<file path="config.mk">
export PLATFORM = sky130hd
export DESIGN_NAME = pm_banked_port
export DESIGN_NICKNAME = d
export VERILOG_FILES = /design/src/rtl/pm_pkg.sv /design/src/rtl/pm_port_reg.sv /design/src/rtl/pm_region_dec.sv /design/src/rtl/pm_layout_ctl.sv /design/src/rtl/pm_banked_port.sv
export SDC_FILE = /design/constraint.sdc
export NUM_CORES = 1
export LEC_CHECK = 0
export BUFFER_PORTS_ARGS = -buffer_cell sky130_fd_sc_hd__buf_2
export CAP_MARGIN = 10
export CORE_ASPECT_RATIO = 1.1
export CORE_MARGIN = 2
export CORE_UTILIZATION = 38
export DETAILED_ROUTE_END_ITERATION = 16
export MAX_ROUTING_LAYER = met4
export PLACE_DENSITY = 0.92
export SYNTH_ARGS = -nofsm -noshare
export SYNTH_HDL_FRONTEND = slang
export SYNTH_SLANG_ARGS = --single-unit
</file>
<file path="constraint.sdc">
create_clock -name clk -period 2.7 [get_ports clk]
set_input_delay 0.405 -clock clk [delete_from_list [all_inputs] [get_ports clk]]
set_output_delay 0.405 -clock clk [all_outputs]
set_load 0.1 [all_outputs]
</file>
<file path="src/rtl/pm_pkg.sv">
package pm_pkg;

    typedef enum logic [1:0] {
        LAY_X4  = 2'd0,
        LAY_X8  = 2'd1,
        LAY_X16 = 2'd2,
        LAY_X64 = 2'd3
    } layout_e;

    typedef enum logic [2:0] {
        RG_LOWRAM,
        RG_WINDOW,
        RG_MIDRAM,
        RG_BASIC,
        RG_OS,
        RG_IOHOLE
    } region_e;

    typedef struct packed {
        logic os;
        logic basic;
        logic selftest;
        logic base;
        logic ext;
    } sel_t;

    function automatic int unsigned bank_bits(layout_e l);
        case (l)
            LAY_X4:  return 2;
            LAY_X8:  return 3;
            LAY_X16: return 4;
            default: return 6;
        endcase
    endfunction

endpackage

</file>
<file path="src/rtl/pm_port_reg.sv">
module pm_port_reg #(
    parameter logic [15:0] PORT_ADDR = 16'hD301,
    parameter logic [7:0]  RESET_VAL = 8'hFF
) (
    input  logic        clk,
    input  logic        rst_n,
    input  logic [15:0] addr,
    input  logic [7:0]  wdata,
    input  logic        wr,
    output logic [7:0]  q,
    output logic        hit
);

    assign hit = (addr == PORT_ADDR);

    always_ff @(posedge clk) begin
        if (!rst_n) begin
            q <= RESET_VAL;
        end else if (wr && hit) begin
            q <= wdata;
        end
    end

endmodule

</file>
<file path="src/rtl/pm_region_dec.sv">
module pm_region_dec import pm_pkg::*; (
    input  logic [15:0] addr,
    output region_e     region,
    output logic        in_selftest
);

    always_comb begin
        if (addr[15:14] == 2'b00) begin
            region = RG_LOWRAM;
        end else if (addr[15:14] == 2'b01) begin
            region = RG_WINDOW;
        end else if (addr[15:13] == 3'b100) begin
            region = RG_MIDRAM;
        end else if (addr[15:13] == 3'b101) begin
            region = RG_BASIC;
        end else if (addr[15:11] == 5'b11010) begin
            region = RG_IOHOLE;
        end else begin
            region = RG_OS;
        end
    end

    assign in_selftest = (addr[15:11] == 5'b01010);

endmodule

</file>
<file path="src/rtl/pm_layout_ctl.sv">
module pm_layout_ctl import pm_pkg::*; #(
    parameter layout_e LAYOUT = LAY_X16,
    localparam int unsigned BANK_W = bank_bits(LAYOUT)
) (
    input  logic [7:0]        port,
    output logic              os_on,
    output logic              basic_on,
    output logic              st_on,
    output logic              cpu_ext,
    output logic              vid_ext,
    output logic [BANK_W-1:0] bank
);

    assign os_on = port[0];

    generate
        if (LAYOUT == LAY_X4) begin : g_x4
            wire unused_bits = ^{port[6], port[0]};
            assign bank     = {port[3], port[2]};
            assign basic_on = ~port[1];
            assign st_on    = ~port[7];
            assign cpu_ext  = ~port[4];
            assign vid_ext  = ~port[5];
        end else if (LAYOUT == LAY_X8) begin : g_x8
            wire unused_bits = port[0];
            assign bank     = {port[6], port[3], port[2]};
            assign basic_on = ~port[1];
            assign st_on    = ~port[7];
            assign cpu_ext  = ~port[4];
            assign vid_ext  = ~port[5];
        end else if (LAYOUT == LAY_X16) begin : g_x16
            wire unused_bits = port[0];
            assign bank     = {port[7], port[6], port[3], port[2]};
            assign basic_on = ~port[1];
            assign st_on    = ~port[7] & port[4] & port[5];
            assign cpu_ext  = ~port[4];
            assign vid_ext  = ~port[5];
        end else begin : g_x64
            wire unused_bits = port[0];
            assign bank     = {port[1], port[7], port[6], port[5], port[3], port[2]};
            assign basic_on = ~port[1] & port[4];
            assign st_on    = ~port[7] & port[4];
            assign cpu_ext  = ~port[4];
            assign vid_ext  = ~port[4];
        end
    endgenerate

endmodule

</file>
<file path="src/rtl/pm_banked_port.sv">
module pm_banked_port import pm_pkg::*; #(
    parameter layout_e     LAYOUT    = LAY_X16,
    parameter logic [15:0] PORT_ADDR = 16'hD301,
    parameter logic [7:0]  RESET_VAL = 8'hFF,
    localparam int unsigned BANK_W   = bank_bits(LAYOUT),
    localparam int unsigned EXT_AW   = BANK_W + 14
) (
    input  logic              clk,
    input  logic              rst_n,
    input  logic [15:0]       cpu_addr,
    input  logic [7:0]        cpu_wdata,
    input  logic              cpu_wr,
    input  logic              vid_fetch,
    output logic [7:0]        port_rdata,
    output logic              port_hit,
    output logic              os_rom_cs,
    output logic              basic_rom_cs,
    output logic              selftest_rom_cs,
    output logic              base_ram_cs,
    output logic              ext_ram_cs,
    output logic [EXT_AW-1:0] ext_addr
);

    logic [7:0]        port_q;
    region_e           region;
    logic              in_st;
    logic              os_on, basic_on, st_on, cpu_ext, vid_ext;
    logic [BANK_W-1:0] bank;
    logic              win_ext;
    sel_t              sel;

    pm_port_reg #(
        .PORT_ADDR(PORT_ADDR),
        .RESET_VAL(RESET_VAL)
    ) u_reg (
        .clk  (clk),
        .rst_n(rst_n),
        .addr (cpu_addr),
        .wdata(cpu_wdata),
        .wr   (cpu_wr),
        .q    (port_q),
        .hit  (port_hit)
    );

    pm_region_dec u_region (
        .addr       (cpu_addr),
        .region     (region),
        .in_selftest(in_st)
    );

    pm_layout_ctl #(
        .LAYOUT(LAYOUT)
    ) u_layout (
        .port    (port_q),
        .os_on   (os_on),
        .basic_on(basic_on),
        .st_on   (st_on),
        .cpu_ext (cpu_ext),
        .vid_ext (vid_ext),
        .bank    (bank)
    );

    assign win_ext = vid_fetch ? vid_ext : cpu_ext;

    always_comb begin
        sel = '0;
        unique case (region)
            RG_IOHOLE: sel = '0;
            RG_OS:     if (os_on) sel.os = 1'b1; else sel.base = 1'b1;
            RG_BASIC:  if (basic_on) sel.basic = 1'b1; else sel.base = 1'b1;
            RG_WINDOW: begin
                if (st_on && in_st)  sel.selftest = 1'b1;
                else if (win_ext)    sel.ext      = 1'b1;
                else                 sel.base     = 1'b1;
            end
            RG_LOWRAM, RG_MIDRAM: sel.base = 1'b1;
            default:   sel = '0;
        endcase
    end

    assign port_rdata      = port_q;
    assign os_rom_cs       = sel.os;
    assign basic_rom_cs    = sel.basic;
    assign selftest_rom_cs = sel.selftest;
    assign base_ram_cs     = sel.base;
    assign ext_ram_cs      = sel.ext;
    assign ext_addr        = {bank, cpu_addr[13:0]};

endmodule

</file>
==> results of run 1 <==
metal layers:
layer	up-vias	GRT usage [%]	wire, um
met1	274	15.7	510
met3	0	4.62	200
met2	40	26.9	727
met5	-	-	0
met4	0	5.45	0
li1	312	-	-
Yosys cell counts, types with 2 or more instances:
library cell              count  area share (%)
sky130_fd_sc_hd__buf_4       19              22
sky130_fd_sc_hd__nor2b_1     16              16
sky130_fd_sc_hd__dfxtp_1      8              25
sky130_fd_sc_hd__mux2i_1      8              13
sky130_fd_sc_hd__nor2_1       5             2.9
sky130_fd_sc_hd__inv_1        2             1.2
sky130_fd_sc_hd__nand4_1      2             2.0
stage by stage:
step	TNS, ns	hold WS, ns	util [%]	cells	power, W
2_1_floorplan	-0.0488	0.525	-	74	0.000250
4_1_cts	0	0.396	54.1	132	0.000364
6_report	0	0.400	54.1	132	0.000360
3_3_place_gp	0	0.517	52.7	129	0.000271
5_1_grt	0	0.404	54.1	132	0.000377
3_5_place_dp	0	0.524	52.7	129	0.000273
report_power, final:
group          internal (W)  leakage (nW)   switching (W)
Combinational     0.0000330         0.376        0.000119
Sequential         0.000118        0.0648  0.000000000886
Clock             0.0000508        0.0138       0.0000394
Total              0.000202         0.455        0.000158
cell type report:
cell class | count | area (um^2) | share of cell area [%]
Multi-Input combinational cell | 43 | 347 | 40.6
Timing Repair Buffer | 59 | 295 | 34.6
Sequential cell | 8 | 160 | 18.8
Clock buffer | 3 | 22.5 | 2.64
Tap cell | 17 | 21.3 | 2.49
Inverter | 2 | 7.51 | 0.880
worst max-delay path, stage by stage:
cell and delay (ns):
sky130_fd_sc_hd__buf_2 0.11, sky130_fd_sc_hd__nor3b_4 0.16, sky130_fd_sc_hd__o31a_2 0.31, sky130_fd_sc_hd__o21ai_4 0.14
sky130_fd_sc_hd__buf_2 0.43
cell families (layout without fill, tap and decap cells):
logic type             after synthesis  count (layout)  synth area share (%)
buffers and inverters               23              64                  25.8
AO/OA/AOI/OAI                        2               2                  2.34
multiplexers                         9               9                  14.3
AND/OR/NAND/NOR                     32              32                  32.6
flip-flops                           8               8                  25.0
path summary, 6_finish.rpt:
kind	startpoint	to	cells after the start
max	cpu_addr[12]	base_ram_cs	5
min	cpu_wdata[2]	u_reg.q[2]	3
max reg2reg	u_reg.q[5]	u_reg.q[5]	2
min reg2reg	u_reg.q[2]	u_reg.q[2]	2
==> results.py, run 1 <==
metrics = {
    "power": {
        "leakage_nw": 0.455,
        "power_density_nw_per_um2": 422,
        "vdd.ir_drop.worst_v": 0.000183,
    },
    "sta": {
        "fmaxAchievable_ghz": 0.511,
        "drv_slew": 0,
        "skew_ns": 0,
        "worst_slew_margin_pct": 67.5,
        "finalWorstSetupSlack_ns": 0.742,
        "period_minus_slack_ns": 1.96,
        "setup_viol": 0,
        "worst_pin_slew_ns": 0.491,
        "final-hold-violation-count": 0,
        "min_period_over_period_pct": 72.5,
        "setup_repair_after_global_routing_missed_its_margin": "false",
    },
    "outcome": {
        "status": "finished clean",
    },
    "clock_tree": {
        "number_of_buffers_created_by_cts": 3,
        "postCtsHoldBufs": 0,
        "cts_tree": "done",
        "post_cts_resize_count": 0,
        "cts_root_buf": "sky130_fd_sc_hd__clkbuf_4",
        "h_tree_levels": 1,
        "cts_num_sinks": 8,
        "insertion_delay_to_the_later_sink_of_the_worst_skew_pair_ns": 0.25,
        "clock_tree.buffer_depth": 2,
        "clk_pin_slew_ns": 0.05,
        "cts_setup_buffers": 0,
    },
    "floorplan": {
        "ioPinCount": 60,
        "die_h_um": 47.1,
        "design.core.area_um2": 1580,
        "die_w_um": 43.2,
        "num_rows": 15,
        "floorplan.die_area_um2": 2030,
        "initial_utilization_pct": 40.6,
    },
    "setup_path": {
        "cp-end-kind": "output pin",
        "critical_path.max_fanout": 4,
        "cp_data_arrival_time_ns": 1.55,
        "worstSetupPathType": "in -> out",
        "worst-r2r-setup-slack_ns": 2.05,
        "worst_setup_path_start_kind": "input port",
        "critPathRequiredTime_ns": 2.30,
    },
    "synth": {
        "unique_masters_post_synth": 21,
        "netlist_area_um2": 641,
        "synth_enable_flop_cells": 0,
        "share_of_synthesized_area_occupied_by_flip_flops_and_latches_pct": 25.0,
        "synthArstFlopShare_pct": 0,
        "post_syn_area_per_cell_um2": 8.66,
        "synth_warnings": 0,
        "synth-main-ff-cell": "sky130_fd_sc_hd__dfxtp_1",
        "syn-num-nets": 102,
        "ys_seq_elements": 8,
        "postSynthCellCount": 74,
    },
    "grt": {
        "grt-ovfl-total": 0,
        "pin_count_of_the_biggest_net_entering_global_routing": 17,
        "antenna_found_initial": 0,
        "gr-usage-all-layers_pct": 15.0,
        "first_pass_grt_wire_length_um": 2220,
        "vias_in_the_first_global_route": 529,
    },
    "finish": {
        "most-common-layout-cells": "59 x sky130_fd_sc_hd__buf_2, 16 x sky130_fd_sc_hd__nor2b_1, 8 x sky130_fd_sc_hd__mux2i_1, 8 x sky130_fd_sc_hd__dfxtp_1",
        "layout.cell_area.non_filler_um2": 853,
        "nNetsFinal": 145,
        "largest_register": "u_reg.q",
        "largest_reg_flops": 8,
        "mostFrequentLayoutCell": "sky130_fd_sc_hd__buf_2",
        "layout.filler_cells": 158,
        "final_layout_size_suffix_gt1_share_pct": 60.9,
        "antenna_cells": 0,
        "area_added_between_synthesis_and_finish_pct": 33.2,
        "reg.largest.list": "u_reg.q x8",
    },
    "route": {
        "detailedRoute.firstIterationViolations": 1,
        "drt_drc_violations_left": 0,
        "dr.pass1.iters": 3,
        "routedWlPerCell_um": 10.9,
        "routed_wirelength_um": 1440,
        "postRouteAntennaNets": 0,
        "detailroute.via_count": 626,
        "vias_per_cell": 4.74,
    },
    "worst_hold_path": {
        "kind_of_path_behind_the_tightest_hold_check": "in -> reg",
    },
    "placement": {
        "globalplace.congestion": 0.620,
        "placed_cell_area_um2": 831,
        "port-buffer-count": 59,
        "pre_cts_slack_ns": 0.740,
    },
    "job": {
        "max_capacitance_violation_total": 0,
    },
}
(Power assumes the default switching activity.)
==> run 2: changes to the inputs <==
CORE_UTILIZATION = 36   (was 38)
PLACE_DENSITY = 0.88   (was 0.92)
clock period = 1.93 ns   (was 2.7 ns; I/O delays follow)
==> results.py, run 2 (synthesis results as in run 1) <==
metrics = {
    "grt": {
        "antenna_found_initial": 0,
        "pin_count_of_the_biggest_net_entering_global_routing": 17,
        "first_pass_grt_wire_length_um": 2150,
        "vias_in_the_first_global_route": 555,
        "grt-ovfl-total": 0,
        "gr-usage-all-layers_pct": 14.0,
    },
    "finish": {
        "multi_input_area_um2": 362,
        "largest_register": "u_reg.q",
        "final_layout_size_suffix_gt1_share_pct": 64.7,
        "final_core_util_pct": 52.8,
        "layout.filler_cells": 165,
        "seq_area_um2": 166,
        "area_added_between_synthesis_and_finish_pct": 42.0,
        "largest_reg_flops": 8,
        "reg.largest.list": "u_reg.q x8",
        "nNetsFinal": 145,
        "antenna_cells": 0,
        "most-common-layout-cells": "57 x sky130_fd_sc_hd__buf_2, 16 x sky130_fd_sc_hd__nor2b_1, 8 x sky130_fd_sc_hd__mux2i_1",
        "mostFrequentLayoutCell": "sky130_fd_sc_hd__buf_2",
    },
    "route": {
        "routed_wirelength_um": 1420,
        "detailroute.via_count": 629,
        "vias_per_cell": 4.69,
        "drt_drc_violations_left": 0,
        "routedWlPerCell_um": 10.6,
        "detailedRoute.firstIterationViolations": 1,
        "dr.pass1.iters": 3,
        "postRouteAntennaNets": 0,
    },
    "setup_path": {
        "worst_r2r_endpoint": "u_reg.q[1]",
        "reg2regPathDepth": 2,
        "worst_setup_path_start_kind": "flip-flop",
        "worst-r2r-setup-slack_ns": 1.27,
        "critical_path.max_fanout": 4,
        "worstSetupStartpoint": "u_reg.q[0]",
        "cp-end-kind": "output pin",
        "worstSetupPathType": "reg -> out",
        "regToRegStartpoint": "u_reg.q[1]",
        "cp_data_arrival_time_ns": 1.52,
        "critPathRequiredTime_ns": 1.64,
    },
    "sta": {
        "period_minus_slack_ns": 1.81,
        "fmaxAchievable_ghz": 0.554,
        "worst_pin_slew_ns": 0.493,
        "min_period_over_period_pct": 93.6,
        "timing.hold.ws_ns": 0.291,
        "skew_ns": 0,
        "final-hold-violation-count": 0,
        "drv_slew": 0,
        "worst_slew_margin_pct": 67.4,
        "setup_repair_after_global_routing_missed_its_margin": "false",
        "setup_viol": 0,
        "setup_total_negative_slack_ns": 0,
    },
    "power": {
        "power_density_nw_per_um2": 560,
        "vdd.ir_drop.worst_v": 0.000288,
        "leakage_nw": 0.460,
    },
    "worst_hold_path": {
        "min_from": "cpu_wdata[6]",
        "worst_hold_path.num_cells": 3,
        "holdPathEnd": "u_reg.q[6]",
        "kind_of_path_behind_the_tightest_hold_check": "in -> reg",
    },
    "clock_tree": {
        "post_cts_resize_count": 0,
        "cts_tree": "done",
        "cts_setup_buffers": 0,
        "clock_tree.buffer_depth": 2,
        "insertion_delay_to_the_later_sink_of_the_worst_skew_pair_ns": 0.24,
        "number_of_buffers_created_by_cts": 3,
        "cts_num_sinks": 8,
        "h_tree_levels": 1,
        "clk_pin_slew_ns": 0.06,
        "postCtsHoldBufs": 0,
        "cts_root_buf": "sky130_fd_sc_hd__clkbuf_4",
    },
    "floorplan": {
        "die_w_um": 44.2,
        "initial_utilization_pct": 37.2,
        "num_rows": 16,
        "die_h_um": 48.2,
        "floorplan.die_area_um2": 2130,
        "ioPinCount": 60,
        "design.core.area_um2": 1720,
    },
    "placement": {
        "port-buffer-count": 59,
        "globalplace.congestion": 0.638,
    },
    "outcome": {
        "status": "finished clean",
    },
    "job": {
        "max_capacitance_violation_total": 0,
    },
}
run 2: changes by cell type in the layout (fill, tap and decap cells not counted), sizes merged:
cell / delta
clkbuf: +1
run 2: through the flow:
step	cells	worst slack, ns	area, um^2	total power, W
4_1_cts	134	0.111	910	0.000516
5_1_grt	134	0.0383	910	0.000533
3_5_place_dp	130	0.176	883	0.000381
2_1_floorplan	74	-0.374	693	0.000350
6_report	134	0.124	910	0.000510
3_3_place_gp	130	0.195	883	0.000379
run 2: area by class of cell:
type                       instances  share of cell area [%]
tap                               18                    2.48
inverter                           2                   0.825
clock buffer                       4                    2.89
timing repair buffer              59                    35.8
multi-input combinational         43                    39.8
sequential                         8                    18.3
run 2: worst max-delay path by stage:
stage	to	slack, ns	depth (start not counted)
floorplan	base_ram_cs	-0.37	2
CTS	base_ram_cs	0.11	4
detailed placement	base_ram_cs	0.18	6
global placement	base_ram_cs	0.19	6
finish	base_ram_cs	0.12	3
global route	base_ram_cs	0.04	4
run 2: report_power, final:
group	switching, W	internal, W
Clock	0.0000548	0.0000789
Sequential	0.00000000129	0.000164
Combinational	0.000166	0.0000464
Total	0.000221	0.000289
run 2: critical path, stage by stage, from the launching register on:
cell and delay, ns:
sky130_fd_sc_hd__dfxtp_1 0.33, sky130_fd_sc_hd__o31a_2 0.38, sky130_fd_sc_hd__o21ai_4 0.13, sky130_fd_sc_hd__buf_2 0.43
run 2: layer usage:
layer / GRT usage [%] / share of wire, %
met1: 12.7 / 35
met2: 29.4 / 52
met3: 2.22 / 14
met4: 5.45 / 0
met5: - / 0
==> run 3: changes to the inputs <==
RECOVER_POWER = 25   (was not set)
==> results.py, run 3 (synthesis results as in run 1) <==
metrics = {
    "clock_tree": {
        "cts_root_buf": "sky130_fd_sc_hd__clkbuf_4",
        "cts_setup_buffers": 0,
        "cts_num_sinks": 8,
        "clock_tree.buffer_depth": 2,
        "post_cts_resize_count": 0,
        "postCtsHoldBufs": 0,
        "cts_tree": "done",
        "h_tree_levels": 1,
        "insertion_delay_to_the_later_sink_of_the_worst_skew_pair_ns": 0.24,
        "number_of_buffers_created_by_cts": 3,
        "clk_pin_slew_ns": 0.06,
    },
    "route": {
        "detailroute.via_count": 630,
        "drt_drc_violations_left": 0,
        "postRouteAntennaNets": 0,
        "routedWlPerCell_um": 10.6,
        "vias_per_cell": 4.70,
        "routed_wirelength_um": 1420,
        "dr.pass1.iters": 3,
        "detailedRoute.firstIterationViolations": 1,
    },
    "finish": {
        "post_layout_nonfiller_instances": 134,
        "final_layout_size_suffix_gt1_share_pct": 56.0,
        "nNetsFinal": 145,
        "area_added_between_synthesis_and_finish_pct": 40.0,
        "final_core_util_pct": 52.1,
        "reg.largest.list": "u_reg.q x8",
        "layout.cell_area.non_filler_um2": 897,
        "most-common-layout-cells": "47 x sky130_fd_sc_hd__buf_2, 16 x sky130_fd_sc_hd__nor2b_1, 11 x sky130_fd_sc_hd__clkbuf_1",
        "largest_reg_flops": 8,
        "antenna_cells": 0,
        "mostFrequentLayoutCell": "sky130_fd_sc_hd__buf_2",
        "largest_register": "u_reg.q",
    },
    "floorplan": {
        "ioPinCount": 60,
        "design.core.area_um2": 1720,
        "die_h_um": 48.2,
        "num_rows": 16,
        "floorplan.die_area_um2": 2130,
        "die_w_um": 44.2,
        "initial_utilization_pct": 37.2,
    },
    "setup_path": {
        "critical_path.max_fanout": 4,
        "worst_setup_path_start_kind": "flip-flop",
        "crit_path_cell_trace": "o31a_2 -> o21ai_4 -> buf_2",
        "cp_slowest_stage_delay_ns": 0.43,
        "critPathRequiredTime_ns": 1.64,
        "crit_slowest_cell": "sky130_fd_sc_hd__buf_2",
        "worstSetupPathType": "reg -> out",
        "regToRegStartpoint": "u_reg.q[1]",
        "cp-end-kind": "output pin",
        "worstSetupStartpoint": "u_reg.q[0]",
        "cp_data_arrival_time_ns": 1.52,
    },
    "placement": {
        "globalplace.congestion": 0.638,
        "placed_cells_incl_taps": 130,
        "pre_cts_slack_ns": 0.176,
        "port-buffer-count": 59,
        "placed_cell_area_um2": 883,
    },
    "sta": {
        "setup_viol": 0,
        "worst_pin_slew_ns": 1.17,
        "fmaxAchievable_ghz": 0.554,
        "min_period_over_period_pct": 93.6,
        "finalWorstSetupSlack_ns": 0.124,
        "period_minus_slack_ns": 1.81,
        "final-hold-violation-count": 0,
        "setup_repair_after_global_routing_missed_its_margin": "false",
        "drv_slew": 0,
        "setup_total_negative_slack_ns": 0,
        "worst_slew_margin_pct": 22.5,
        "skew_ns": 0,
    },
    "grt": {
        "vias_in_the_first_global_route": 555,
        "grt-ovfl-total": 0,
        "pin_count_of_the_biggest_net_entering_global_routing": 17,
        "gr-usage-all-layers_pct": 14.0,
        "antenna_found_initial": 0,
        "first_pass_grt_wire_length_um": 2150,
    },
    "power": {
        "leakage_nw": 0.432,
        "vdd.ir_drop.worst_v": 0.000288,
        "power_density_nw_per_um2": 565,
    },
    "outcome": {
        "status": "finished clean",
    },
    "worst_hold_path": {
        "min_from": "cpu_wdata[6]",
        "kind_of_path_behind_the_tightest_hold_check": "in -> reg",
    },
    "job": {
        "max_capacitance_violation_total": 0,
    },
}
## run 3: cell types whose count changed in the layout (fill, tap and decap cells not counted)
cell | previous run | this run
sky130_fd_sc_hd__clkbuf_1 | 1 | 11
sky130_fd_sc_hd__buf_2 | 57 | 47
## run 3: layout make-up
class / instances / area (um^2)
Tap cell: 18 / 22.5
Clock buffer: 4 / 26.3
Timing Repair Buffer: 59 / 313
Fill cell: 174 / 825
Sequential cell: 8 / 166
Inverter: 2 / 7.51
Multi-Input combinational cell: 43 / 362
## run 3: path summary, 6_finish.rpt
| path | endpoint | slack [ns] | cells past startpoint |
|---|---|---|---|
| setup / recovery | base_ram_cs | 0.12 | 3 |
| hold / removal | u_reg.q[6] | 0.29 | 3 |
| setup reg to reg | u_reg.q[1] | 1.27 | 2 |
| hold reg to reg | u_reg.q[3] | 0.54 | 2 |
## run 3: per-layer routing
layer / routed length, um / vias to the layer above / GRT usage, % / part of all wire (%)
met5: 0 / - / - / 0
met2: 730 / 43 / 29.4 / 51
met1: 493 / 274 / 12.7 / 35
met3: 199 / 0 / 2.22 / 14
met4: 0 / 0 / 5.45 / 0
li1: - / 313 / - / -
## run 3: power by group
group / total [W] / switching [W] / internal, W
Clock: 0.000134 / 0.0000548 / 0.0000789
Combinational: 0.000209 / 0.000166 / 0.0000432
Sequential: 0.000164 / 0.00000000129 / 0.000164
Total: 0.000507 / 0.000221 / 0.000286
## run 3: through the flow
stage / hold slack [ns] / total power (W)
final: 0.291 / 0.000507
after global routing: 0.293 / 0.000531
after global placement: 0.516 / 0.000379
after detailed placement: 0.537 / 0.000381
after CTS: 0.287 / 0.000516
after floorplan: 0.448 / 0.000350
## run 3: worst max-delay path, delay by kind of cell, from the launching register on
kind                   cells  cell delay, ns
DFF                        1            0.33
buffers and inverters      1            0.43
AOI/OAI and AO/OA          2            0.51
